## src/rtl/audio_fifo_dma.sv

```systemverilog
module audio_fifo_dma #(
  parameter int DW = 16,
  parameter int AW = 5,
  parameter int BW = 2
) (
  input  logic          clk,
  input  logic          rst_n,
  input  logic          run,
  input  logic [1:0]    mode_in,
  input  logic          in_valid,
  input  logic [DW-1:0] in_a,
  input  logic [DW-1:0] in_b,
  input  logic          out_req,
  input  logic          batt_low,
  output logic [DW-1:0] out_a,
  output logic [DW-1:0] out_b,
  output logic          blk_irq,
  input  logic [AW-1:0] p_addr,
  input  logic          p_view,
  output logic [DW-1:0] p_rdata,
  input  logic          p_we,
  input  logic [DW-1:0] p_wdata,
  input  logic          p_ur_clr,
  output logic          underrun
);
  localparam int DEPTH = 1 << AW;
  localparam int HW = AW - 1;
  localparam logic [1:0] M_MONO = 2'd0, M_SS = 2'd1, M_MIX = 2'd2, M_FULL = 2'd3;

  logic [DW-1:0] imem [DEPTH];
  logic [DW-1:0] omem [DEPTH];
  logic [1:0]    mode_q;
  logic [AW-1:0] wp, rp, bf;
  logic          have_blk;

  function automatic logic [AW-1:0] remap(input logic [AW-1:0] p, input logic [AW-1:0] b,
                                          input logic split);
    logic [AW-1:0] s;
    s = p + b;
    return split ? {p[AW-1], s[HW-1:0]} : s;
  endfunction

  wire mono = (mode_q == M_MONO);
  wire mix  = (mode_q == M_MIX);
  wire full = (mode_q == M_FULL);

  wire [AW-1:0] wa = mono ? wp : mix ? {1'b0, wp[HW-1:0]} : {wp[HW-1:0], 1'b0};
  wire [AW-1:0] wb = mix ? {1'b1, wp[HW-1:0]} : {wp[HW-1:0], 1'b1};
  wire [AW-1:0] ra = mono ? rp : full ? {rp[HW-1:0], 1'b0} : {1'b0, rp[HW-1:0]};
  wire [AW-1:0] rb = {rp[HW-1:0], 1'b1};

  wire [AW-1:0] ibase = mono ? bf : mix ? {1'b0, bf[HW-1:0]} : {bf[HW-1:0], 1'b0};
  wire [AW-1:0] obase = mono ? bf : full ? {bf[HW-1:0], 1'b0} : {1'b0, bf[HW-1:0]};
  wire          osplit = (mode_q == M_SS) || mix;

  wire [AW-1:0] iaddr = p_view ? remap(p_addr, ibase, mix) : p_addr;
  wire [AW-1:0] oaddr = p_view ? remap(p_addr, obase, osplit) : p_addr;
  assign p_rdata = imem[iaddr];

  wire go_in   = run && in_valid;
  wire go_out  = run && out_req;
  wire blk_end = go_in && (wp[BW-1:0] == {BW{1'b1}});
  wire reload  = !run && (mode_in != mode_q);

  always_ff @(posedge clk) begin
    if (go_in) begin
      imem[wa] <= in_a;
      if (!mono) imem[wb] <= in_b;
    end
    if (p_we) omem[oaddr] <= p_wdata;
  end

  always_ff @(posedge clk or negedge rst_n) begin
    if (!rst_n) begin
      mode_q   <= M_MONO;
      wp       <= '0;
      rp       <= '0;
      bf       <= '0;
      have_blk <= 1'b0;
      blk_irq  <= 1'b0;
      underrun <= 1'b0;
      out_a    <= '0;
      out_b    <= '0;
    end else begin
      blk_irq <= blk_end;
      if (reload) begin
        mode_q   <= mode_in;
        wp       <= '0;
        rp       <= '0;
        bf       <= '0;
        have_blk <= 1'b0;
      end else begin
        if (go_in) wp <= wp + 1'b1;
        if (blk_end) begin
          bf       <= {wp[AW-1:BW], {BW{1'b0}}};
          have_blk <= 1'b1;
        end
        if (go_out) begin
          rp <= rp + 1'b1;
          if (!have_blk || batt_low) begin
            out_a <= '0;
            out_b <= '0;
          end else begin
            out_a <= omem[ra];
            out_b <= full ? omem[rb] : '0;
          end
        end
      end
      if (go_out && !have_blk) underrun <= 1'b1;
      else if (p_ur_clr)       underrun <= 1'b0;
    end
  end

  assert_irq_single_R5: assert property (@(posedge clk) disable iff (!rst_n)
    blk_irq |=> !blk_irq);
  assert_mute_zero_R7: assert property (@(posedge clk) disable iff (!rst_n)
    (go_out && batt_low) |=> (out_a == '0 && out_b == '0));
  assert_nodata_flag_R8: assert property (@(posedge clk) disable iff (!rst_n)
    (go_out && !have_blk) |=> (underrun && out_a == '0));
  assert_sticky_R8: assert property (@(posedge clk) disable iff (!rst_n)
    (underrun && !p_ur_clr) |=> underrun);
  assert_mode_hold_R9: assert property (@(posedge clk) disable iff (!rst_n)
    run |=> $stable(mode_q));
endmodule

```

## config.mk

```make
export PLATFORM = sky130hd
export DESIGN_NAME = audio_fifo_dma
export DESIGN_NICKNAME = d
export VERILOG_FILES = /design/src/rtl/audio_fifo_dma.sv
export SDC_FILE = /design/constraint.sdc
export NUM_CORES = 2
export LEC_CHECK = 0
export CAP_MARGIN = 5
export CORE_MARGIN = 2
export CORE_UTILIZATION = 40
export CTS_CLUSTER_SIZE = 14
export DETAILED_ROUTE_END_ITERATION = 8
export PLACE_DENSITY = 0.65
export SYNTH_ARGS = -nofsm -noshare
export SYNTH_HDL_FRONTEND = slang
export SYNTH_SLANG_ARGS = --single-unit
export TNS_END_PERCENT = 100
```

## constraint.sdc

```tcl
create_clock -name clk -period 5.36 [get_ports clk]
set_input_delay 0.536 -clock clk [delete_from_list [all_inputs] [get_ports clk]]
set_output_delay 0.536 -clock clk [all_outputs]
set_load 0.01 [all_outputs]
```

==> flow_summary.toml <==
[power_and_ir_drop]
power-per-cell-area_nw_per_um2 = 336
vdd_drop_max_mv = 0.270
p_leak_nw = 18.6

[synth]
synth_top_family_by_area = "multiplexers"
synthCells = 3136
syn_area_um2 = 50800
yosysWarnings = 0
netlist.area_leader.share_pct = 60.5
synthAdderAreaFrac_pct = 0.276
yosysTopAreaCell = "edfxtp_1"
synth_edf_count = 1024
synthArstFlopShare_pct = 4.66
ys_seq_area_share_pct = 63.0
yosysUniqueCellTypes = 68
ys_seq_elements = 1074
synth-xor-area-share_pct = 0.222
ys.flop_type = "edfxtp_1"
synth_compound_area_share_pct = 6.18
synth_mux_area_share_pct = 23.1
synth_fp_nets = 3210
avgSynthCellArea_um2 = 16.2
synth_simple_gate_area_share_pct = 3.78
yosys-top-cells-area = "edfxtp_1 61%, mux4_2 11%, mux2_2 9.3%"

[routing]
num_vias = 30000
postRouteAntennaNets = 0
first_pass_iters = 5
avgRoutedWirePerCell_um = 30.4
viasPerCell = 6.20
routed_wl_um = 147000
drc_errors = 0
drt-initial-drc-count = 3590

[cts]
htree_levels = 3
cts_buffer_depth = 3
root_buffer = "clkbuf_16"
cts_tree = "yes"
cts_num_sinks = 1074
clkTransAtPathRegs_ns = 0.06
clk_latency_ns = 0.75
numCtsBuffers = 112

[worst_setup_path]
r2r-end = "out_a[13]"
crit_arrival_ns = 4.68
crit_type = "register to primary output"
worstReg2RegStart = "mode_q[1]"
worst_setup_path_start_kind = "register"
r2r_setup_slack_ns = 1.38
crit_fanout = 11
rr_worst_depth = 9
end_kind = "primary output"
crit_required_ns = 4.82

[layout]
layout-drive-gt1-share_pct = 33.7
area_delta_synth_final_pct = 13.5
diodes = 0
fin_cells = 4831
finalNetCount = 3168
fillCellCount = 10900

[placement]
port_buffers = 113
gp_congestion = 0.857
hpwl_um = 88100
dp_slack_ns = 0.620
post-place-cells = 4621

[timing]
worst_pin_slew_ns = 1.30
min_period_ns = 5.21
hold-worst-slack_ns = 0.393
setup_violations = 0
fmax_mhz = 192
slew_viol_final = 0
finClkSkew_ns = 0.0555
tns_ns = 0
hold_viol_final = 0
fin_crit_sh_pct = 97.3
setup_slack_ns = 0.145
relSlewSlack_pct = 13.2

[global_routing]
grt_usage_pct = 22.2
antenna_found_initial = 8
grt_pass1_vias = 29800
grt_pass1_wl_um = 211000
grt_max_degree = 147
grt-ovfl-total = 0

[worst_hold_path]
min_path_type = "input port to register"
hold_depth = 2
hold_start = "p_ur_clr"
hold_end = "underrun"

[die]
fp.dieW_um = 360
rows = 130
io_pins = 114
die_area_um2 = 130000
core_um2 = 126000
start_util_pct = 40.4
die_h_um = 360

[outcome]
run_status = "complete, no violations"

[run]
cap_violations = 0
-- metal layers --
| layer | vias to the layer above | routed length (µm) | global-route usage (%) | part of all wire (%) |
|---|---|---|---|---|
| li1 | 12500 | - | - | - |
| met1 | 15700 | 58600 | 29.6 | 40 |
| met2 | 1439 | 71200 | 36.4 | 49 |
| met3 | 281 | 12000 | 4.37 | 8.2 |
| met4 | 10 | 4800 | 7.27 | 3.3 |
| met5 | - | 61 | 0 | 0.042 |
-- where the power goes --
| part | internal (mW) | leakage [nW] | switching (mW) |
|---|---|---|---|
| clock network | 4.25 | 1.72 | 3.32 |
| registers | 9.29 | 9.91 | 0.0554 |
| logic | 1.00 | 6.98 | 1.44 |
-- flip-flops by register name (all words and copies together) (netlist names) --
| register | flops |
|---|---|
| imem | 512 |
| omem | 512 |
| out_a | 16 |
| out_b | 16 |
| rp | 5 |
| wp | 5 |
| bf | 3 |
| mode_q | 2 |
| blk_irq | 1 |
| have_blk | 1 |
| underrun | 1 |
-- cells in the final DEF (no fill, tap or decap), types with 48 or more instances in the layout --
master	instances
mux4_2	249
clkbuf_16	115
o21ai_0	63
edfxtp_1	1024
clkdlybuf4s50_1	107
mux2i_1	106
mux2_2	421
nor2_1	60
and3_1	48
buf_4	136
nand2_1	121
a211oi_1	72
-- final cells by class --
| class | instances | area (µm²) | area share, % |
|---|---|---|---|
| clock inverter | 51 | 473 | 0.820 |
| multi-input combinational | 1624 | 17400 | 30.2 |
| tap | 1650 | 2060 | 3.58 |
| sequential | 1074 | 32000 | 55.5 |
| timing repair buffer | 270 | 2580 | 4.47 |
| clock buffer | 150 | 3070 | 5.32 |
| inverter | 12 | 45.0 | 0.0781 |
-- cells in the mapped netlist (6+ instances only) --
library cell and instances:
a211oi_1 72, a21oi_1 35, a221o_1 15, a221oi_1 40, a22oi_1 6, a311oi_1 23, a31oi_1 8, a32o_1 17
a32oi_1 9, and2_1 13, and3_1 48, buf_1 15, buf_2 75, clkbuf_1 331, dfrtp_1 50, edfxtp_1 1024
ha_1 8, inv_1 9, mux2_2 421, mux2i_1 108, mux4_1 16, mux4_2 243, nand2_1 122, nand2b_1 24
nand3_1 22, nand3b_1 6, nand4_1 18, nor2_1 70, nor2b_1 10, nor3_1 44, o2111ai_1 7, o211ai_1 9
o21ai_0 77, o21bai_1 14, o221ai_1 29, o22ai_1 15, o311ai_0 7, xnor2_1 6
-- what timing repair did --
item                                   4_1_cts  5_1_grt
cloned                                       1        2
endpoints found under the hold margin       22        0
setup buffers                                3        2
hold buffers                                 1        0
setup endpoints to repair                    9       13
gates resized for setup                      6        7
-- worst max-delay path, cell delays in order, from the launching register on --
cell and delay [ns]:
dfrtp_1 0.34, inv_1 0.07, ha_1 0.21, nor2_1 0.14, buf_6 0.17, mux2_2 0.35, fa_1 0.41, xnor2_2 0.18
nand3b_2 0.14, xnor2_4 0.19, buf_12 0.18, buf_16 0.17, mux4_2 0.59, mux2_2 0.33, clkdlybuf4s50_1 0.49
-- stage by stage --
stage | utilization [%] | area (µm²) | power, mW
after detailed placement | 42.9 | 54000 | 11.9
after floorplan | - | 50800 | 11.1
after global placement | 42.9 | 54000 | 11.9
after global routing | 45.8 | 57700 | 19.9
after CTS | 45.7 | 57600 | 19.4
final | 45.8 | 57700 | 19.4
-- cell families after synthesis --
logic type      count (synthesis)
buf+inv                       438
compound gates                423
flops                        1074
fa+ha+maj                      10
mux                           788
xor+xnor                       12
simple gates                  391
-- worst max path at each step --
stage,startpoint,endpoint,cells past startpoint
3_5_place_dp,mode_q[1],p_rdata[2],13
6_report,mode_q[0],p_rdata[15],14
2_1_floorplan,mode_q[0],omem[4][0],14
5_1_grt,mode_q[1],p_rdata[8],14
4_1_cts,mode_q[0],p_rdata[11],14
3_3_place_gp,mode_q[1],p_rdata[2],13
No activity file was read; power rests on OpenSTA's default activity.
